$ cat config.mk
export PLATFORM = sky130hd
export DESIGN_NAME = burst_sched_gen
export DESIGN_NICKNAME = d
export VERILOG_FILES = /design/src/rtl/burst_sched_pkg.sv /design/src/rtl/burst_run_timer.sv /design/src/rtl/burst_phase_seq.sv /design/src/rtl/burst_payload_ctr.sv /design/src/rtl/burst_sched_gen.sv
export SDC_FILE = /design/constraint.sdc
export NUM_CORES = 1
export LEC_CHECK = 0
export ABC_AREA = 1
export BUFFER_PORTS_ARGS = -buffer_cell sky130_fd_sc_hd__buf_4
export CORE_MARGIN = 5
export CORE_UTILIZATION = 40
export CTS_CLUSTER_SIZE = 28
export DETAILED_ROUTE_END_ITERATION = 8
export PLACE_DENSITY_LB_ADDON = 0.08
export SLEW_MARGIN = 0
export SYNTH_ARGS = -nofsm -noshare
export SYNTH_HDL_FRONTEND = slang
export SYNTH_SLANG_ARGS = --single-unit
$ cat constraint.sdc
create_clock -name clk_i -period 1.7 [get_ports clk_i]
set_clock_uncertainty 0.2 [all_clocks]
set_input_delay 0.085 -clock clk_i [delete_from_list [all_inputs] [get_ports clk_i]]
set_output_delay 0.085 -clock clk_i [all_outputs]
set_load 0.03 [all_outputs]
$ cat src/rtl/burst_sched_pkg.sv
package burst_sched_pkg;

  typedef enum logic [1:0] {
    PH_BURST = 2'd0,
    PH_GAP   = 2'd1,
    PH_IDLE  = 2'd2
  } phase_e;

  function automatic int unsigned max3(int unsigned a, int unsigned b, int unsigned c);
    int unsigned m;
    m = (a > b) ? a : b;
    return (m > c) ? m : c;
  endfunction

endpackage

$ cat src/rtl/burst_run_timer.sv
// Counts clocks within the current run and flags its last clock.
module burst_run_timer #(
  parameter int CNT_W = 16
) (
  input  logic             clk_i,
  input  logic             rst_i,
  input  logic [CNT_W-1:0] len_m1_i,
  output logic             first_o,
  output logic             wrap_o
);

  logic [CNT_W-1:0] cnt_q;

  assign wrap_o  = (cnt_q == len_m1_i);
  assign first_o = (cnt_q == '0);

  always_ff @(posedge clk_i) begin
    if (rst_i || wrap_o) cnt_q <= '0;
    else                 cnt_q <= cnt_q + 1'b1;
  end

endmodule

$ cat src/rtl/burst_phase_seq.sv
// Walks burst -> gap (repeated) -> idle -> burst and supplies each run length.
module burst_phase_seq
  import burst_sched_pkg::*;
#(
  parameter int BURST_LEN = 6250,
  parameter int GAP_LEN   = 3750,
  parameter int IDLE_LEN  = 30000,
  parameter int BURSTS    = 3,
  parameter int CNT_W     = 16,
  parameter int IDX_W     = 2
) (
  input  logic             clk_i,
  input  logic             rst_i,
  input  logic             wrap_i,
  input  logic             first_i,
  output phase_e           phase_o,
  output logic [CNT_W-1:0] len_m1_o,
  output logic             frame_first_o
);

  localparam bit HAS_IDLE = (IDLE_LEN > 0);
  localparam int IDLE_M1  = HAS_IDLE ? IDLE_LEN - 1 : 0;

  phase_e           phase_q, phase_d;
  logic [IDX_W-1:0] idx_q, idx_d;
  logic             last_burst;

  assign last_burst = (idx_q == IDX_W'(BURSTS - 1));

  always_comb begin
    unique case (phase_q)
      PH_BURST: len_m1_o = CNT_W'(BURST_LEN - 1);
      PH_GAP:   len_m1_o = CNT_W'(GAP_LEN - 1);
      default:  len_m1_o = CNT_W'(IDLE_M1);
    endcase
  end

  always_comb begin
    phase_d = phase_q;
    idx_d   = idx_q;
    if (wrap_i) begin
      unique case (phase_q)
        PH_BURST: phase_d = PH_GAP;
        PH_GAP: begin
          if (!last_burst) begin
            phase_d = PH_BURST;
            idx_d   = idx_q + 1'b1;
          end else if (HAS_IDLE) begin
            phase_d = PH_IDLE;
          end else begin
            phase_d = PH_BURST;
            idx_d   = '0;
          end
        end
        default: begin
          phase_d = PH_BURST;
          idx_d   = '0;
        end
      endcase
    end
  end

  always_ff @(posedge clk_i) begin
    if (rst_i) begin
      phase_q <= PH_BURST;
      idx_q   <= '0;
    end else begin
      phase_q <= phase_d;
      idx_q   <= idx_d;
    end
  end

  assign phase_o       = phase_q;
  assign frame_first_o = (phase_q == PH_BURST) && (idx_q == '0) && first_i;

endmodule

$ cat src/rtl/burst_payload_ctr.sv
// Free-running payload counter that advances only on qualified cycles.
module burst_payload_ctr #(
  parameter int DATA_W = 8
) (
  input  logic              clk_i,
  input  logic              rst_i,
  input  logic              adv_i,
  output logic [DATA_W-1:0] value_o
);

  always_ff @(posedge clk_i) begin
    if (rst_i)      value_o <= '0;
    else if (adv_i) value_o <= value_o + 1'b1;
  end

endmodule

$ cat src/rtl/burst_sched_gen.sv
module burst_sched_gen
  import burst_sched_pkg::*;
#(
  parameter int DATA_W    = 8,
  parameter int BURST_LEN = 6250,
  parameter int GAP_LEN   = 3750,
  parameter int IDLE_LEN  = 30000,
  parameter int BURSTS    = 3
) (
  input  logic              clk_i,
  input  logic              rst_i,
  output logic              valid_o,
  output logic [DATA_W-1:0] data_o,
  output logic              frame_start_o
);

  localparam int MAX_LEN = int'(max3(BURST_LEN, GAP_LEN, IDLE_LEN));
  localparam int CNT_W   = $clog2(MAX_LEN + 1);
  localparam int IDX_W   = (BURSTS > 1) ? $clog2(BURSTS) : 1;

  phase_e            phase;
  logic [CNT_W-1:0]  len_m1;
  logic              run_wrap;
  logic              run_first;
  logic              frame_first;
  logic              in_burst;
  logic [DATA_W-1:0] payload;

  burst_run_timer #(.CNT_W(CNT_W)) u_timer (
    .clk_i    (clk_i),
    .rst_i    (rst_i),
    .len_m1_i (len_m1),
    .first_o  (run_first),
    .wrap_o   (run_wrap)
  );

  burst_phase_seq #(
    .BURST_LEN (BURST_LEN),
    .GAP_LEN   (GAP_LEN),
    .IDLE_LEN  (IDLE_LEN),
    .BURSTS    (BURSTS),
    .CNT_W     (CNT_W),
    .IDX_W     (IDX_W)
  ) u_seq (
    .clk_i         (clk_i),
    .rst_i         (rst_i),
    .wrap_i        (run_wrap),
    .first_i       (run_first),
    .phase_o       (phase),
    .len_m1_o      (len_m1),
    .frame_first_o (frame_first)
  );

  assign in_burst = (phase == PH_BURST);

  burst_payload_ctr #(.DATA_W(DATA_W)) u_payload (
    .clk_i   (clk_i),
    .rst_i   (rst_i),
    .adv_i   (in_burst),
    .value_o (payload)
  );

  always_ff @(posedge clk_i) begin
    if (rst_i) begin
      valid_o       <= 1'b0;
      data_o        <= '0;
      frame_start_o <= 1'b0;
    end else begin
      valid_o       <= in_burst;
      data_o        <= in_burst ? payload : '0;
      frame_start_o <= frame_first;
    end
  end

endmodule

==> results.toml <==
[place]
dp_slack_ps = -18.1
hpwlAfterDp_um = 2670
dp_cells = 309
routabilityCongestion = 0.834
port_buffers = 11

[floorplan]
fp.dieW_um = 75.6
fp.dieArea_mm2 = 0.00572
core-area_mm2 = 0.00409
die_h_um = 75.6
num_rows = 23
initial_utilization_pct = 42.1
ios = 12

[cells_and_area]
instances_no_fill = 321
fin_util_pct = 51.7
nFillCells = 431
multi_input_area_um2 = 881
mostFrequentLayoutCell = "nand2_1"
num_antenna_cells = 0
finalNetCount = 277
final_layout_size_suffix_gt1_share_pct = 22.5
most-common-layout-cells = "nand2_1 (50), nor2_1 (37), inv_1 (34)"
synthToLayoutAreaGrowth_pct = 22.8
regArea_um2 = 752

[detailed_routing]
detail-route-antenna-nets = 0
wire_per_inst_um = 11.6
routed_wl_um = 3730
drt_first_pass_iters = 4
drc_errors = 0
via_per_inst = 4.69
via_count = 1507
drt_iter0_drc = 75

[global_routing]
grt_pass1_wl_um = 6510
grt_max_degree = 16
antenna_found_initial = 0
grtUsageTotal_pct = 14.8
grt-ovfl-total = 0
first_global_vias = 1525

[setup_path]
rrSetupSlack_ps = 30
r2r_start = "u_seq.phase_o[0]"
crit_fanout = 8
endpoint = "u_seq.phase_o[0]"
crit_required_ps = 1670
worst_path_largest_cell_delay_ps = 370
end_kind = "flop"
crit_type = "reg2reg"
r2r_cells = 8
critPathArrivalTime_ps = 1650
crit_chain = "nor2_4, nor2_1, nor2_1, nand2_1, nor2_4, nand2_4, nand2_4, a21oi_2"
r2r-end = "u_seq.phase_o[0]"
startpoint = "u_seq.phase_o[0]"
start_kind = "flop"
cp_slowest_cell = "dfxtp_4"

[clocking]
cts_tree = "done"
worstSkewPairLatency_ps = 280
clkTransAtPathRegs_ps = 70
htree_levels = 2
cts_buffers = 5
root_buffer = "clkbuf_8"
cts.sinks = 37
cts_max_path_buffers = 2

[outcome]
status = "finished clean"

[synthesis]
synth_edf_count = 0
synth_ff_type = "dfxtp_1"
ys_types = 26
synthArstFlopShare_pct = 0
syn_area_mm2 = 0.00172
seq_area_frac_synth_pct = 43.0
yosys_warnings = 0
ys_ff_latch = 37
synthCells = 240
postSynthAreaPerCell_um2 = 7.17
syn_nets = 247

[timing]
final-setup-viol-count = 0
setup_ws_ps = 25.0
tightest_slew_ps = 456
relSlewSlack_pct = 69.4
finalHoldViolCount = 0
rsz0062_at_grt = "true"
fin_crit_ps = 1670
period_share_pct = 98.5
drv_slew = 0
fmax_ghz = 0.597

[pwr]
leakagePower_nw = 0.893
peakVddDrop_v = 0.000551
pwr_density_cell_mw_per_mm2 = 758
finalPower_w = 0.00160

[min_path]
hold_path_class = "reg2reg"
worstHoldStart = "u_payload.value_o[7]"

[run]
drv_cap = 0
[sequential cells by signal (all words and copies together), names as in the netlist]
signal	flops
u_timer.cnt_q	15
data_o	8
u_payload.value_o	8
u_seq.idx_q	2
u_seq.phase_o	2
frame_start_o	1
valid_o	1
[final cells by class]
| type | count | share of cell area [%] |
|---|---|---|
| Tap cell | 50 | 2.96 |
| Inverter | 37 | 6.57 |
| Clock inverter | 2 | 0.473 |
| Timing Repair Buffer | 26 | 9.35 |
| Sequential cell | 37 | 35.6 |
| Multi-Input combinational cell | 163 | 41.7 |
| Clock buffer | 6 | 3.43 |
[report_power, final]
group          internal, W  switching (W)  leakage, nW  total [W]
logic            0.0000481      0.0000725        0.545   0.000121
clock network     0.000284       0.000301       0.0450   0.000585
registers         0.000884      0.0000117        0.303   0.000896
total              0.00122       0.000385        0.893    0.00160
[metal layers]
metal | global-route usage (%) | part of all wire, % | up-vias
li1 | - | - | 810
met1 | 20.7 | 52 | 676
met2 | 22.1 | 44 | 19
met3 | 3.96 | 3.0 | 2
met4 | 4.85 | 0.64 | 0
met5 | 0 | 0 | -
[synth_stat cells (2+ instances only)]
master	number	area share, %
a21oi_1	13	3.8
buf_2	3	0.87
dfxtp_1	37	43
ha_1	5	3.6
inv_1	34	7.4
inv_2	2	0.44
nand2_1	50	11
nand2_4	2	1.3
nand3_1	10	2.9
nand4_1	7	2.5
nor2_1	45	9.8
nor2_4	3	2.0
nor3_1	4	1.2
nor3b_1	5	2.2
nor4_1	3	1.1
o21ai_0	4	1.2
xor2_1	4	2.0
[critical path, delay by kind of cell, from the launching register on]
kind | cells | cell delay [ps]
and+or+nand+nor | 7 | 930
DFF | 1 | 370
AOI/OAI and AO/OA | 1 | 70
[metrics by stage]
stage               instance area (um2)  hold slack (ps)  setup TNS [ps]
finish                             2110              245               0
global route                       2110              269           -1560
CTS                                2030              246               0
detailed placement                 1930              109           -77.3
global placement                   1930              109            -148
floorplan                          1720            -42.6               0
[cells by family (layout without fill, tap and decap cells)]
kind of cell               after synthesis  count (layout)  synth area share (%)
and+or+nand+nor                        132             133                  35.0
AOI/OAI and AO/OA                       21              21                  6.76
buffers and inverters                   41              71                  9.59
xor gates and xnor gates                 4               4                  2.03
DFF                                     37              37                  43.0
adders and majority gates                5               5                  3.63
[worst min-delay path by stage]
| stage | to | slack, ps | depth (start not counted) |
|---|---|---|---|
| floorplan | u_payload.value_o[7] | -40 | 1 |
| global placement | u_payload.value_o[7] | 110 | 2 |
| detailed placement | u_payload.value_o[7] | 110 | 2 |
| CTS | data_o[7] | 250 | 2 |
| global route | data_o[7] | 270 | 2 |
| finish | data_o[7] | 240 | 2 |
[repair_timing]
| item | in CTS | in global routing |
|---|---|---|
| gates cloned | 0 | 1 |
| hold buffers | 1 | 0 |
| buffers inserted | 0 | 2 |
| endpoints found under the hold margin | 6 | 0 |
| pin swaps | 1 | 9 |
| resized for setup | 2 | 20 |
| endpoints found under the setup margin | 14 | 22 |
Note: power is estimated with default switching activity, not from simulation.
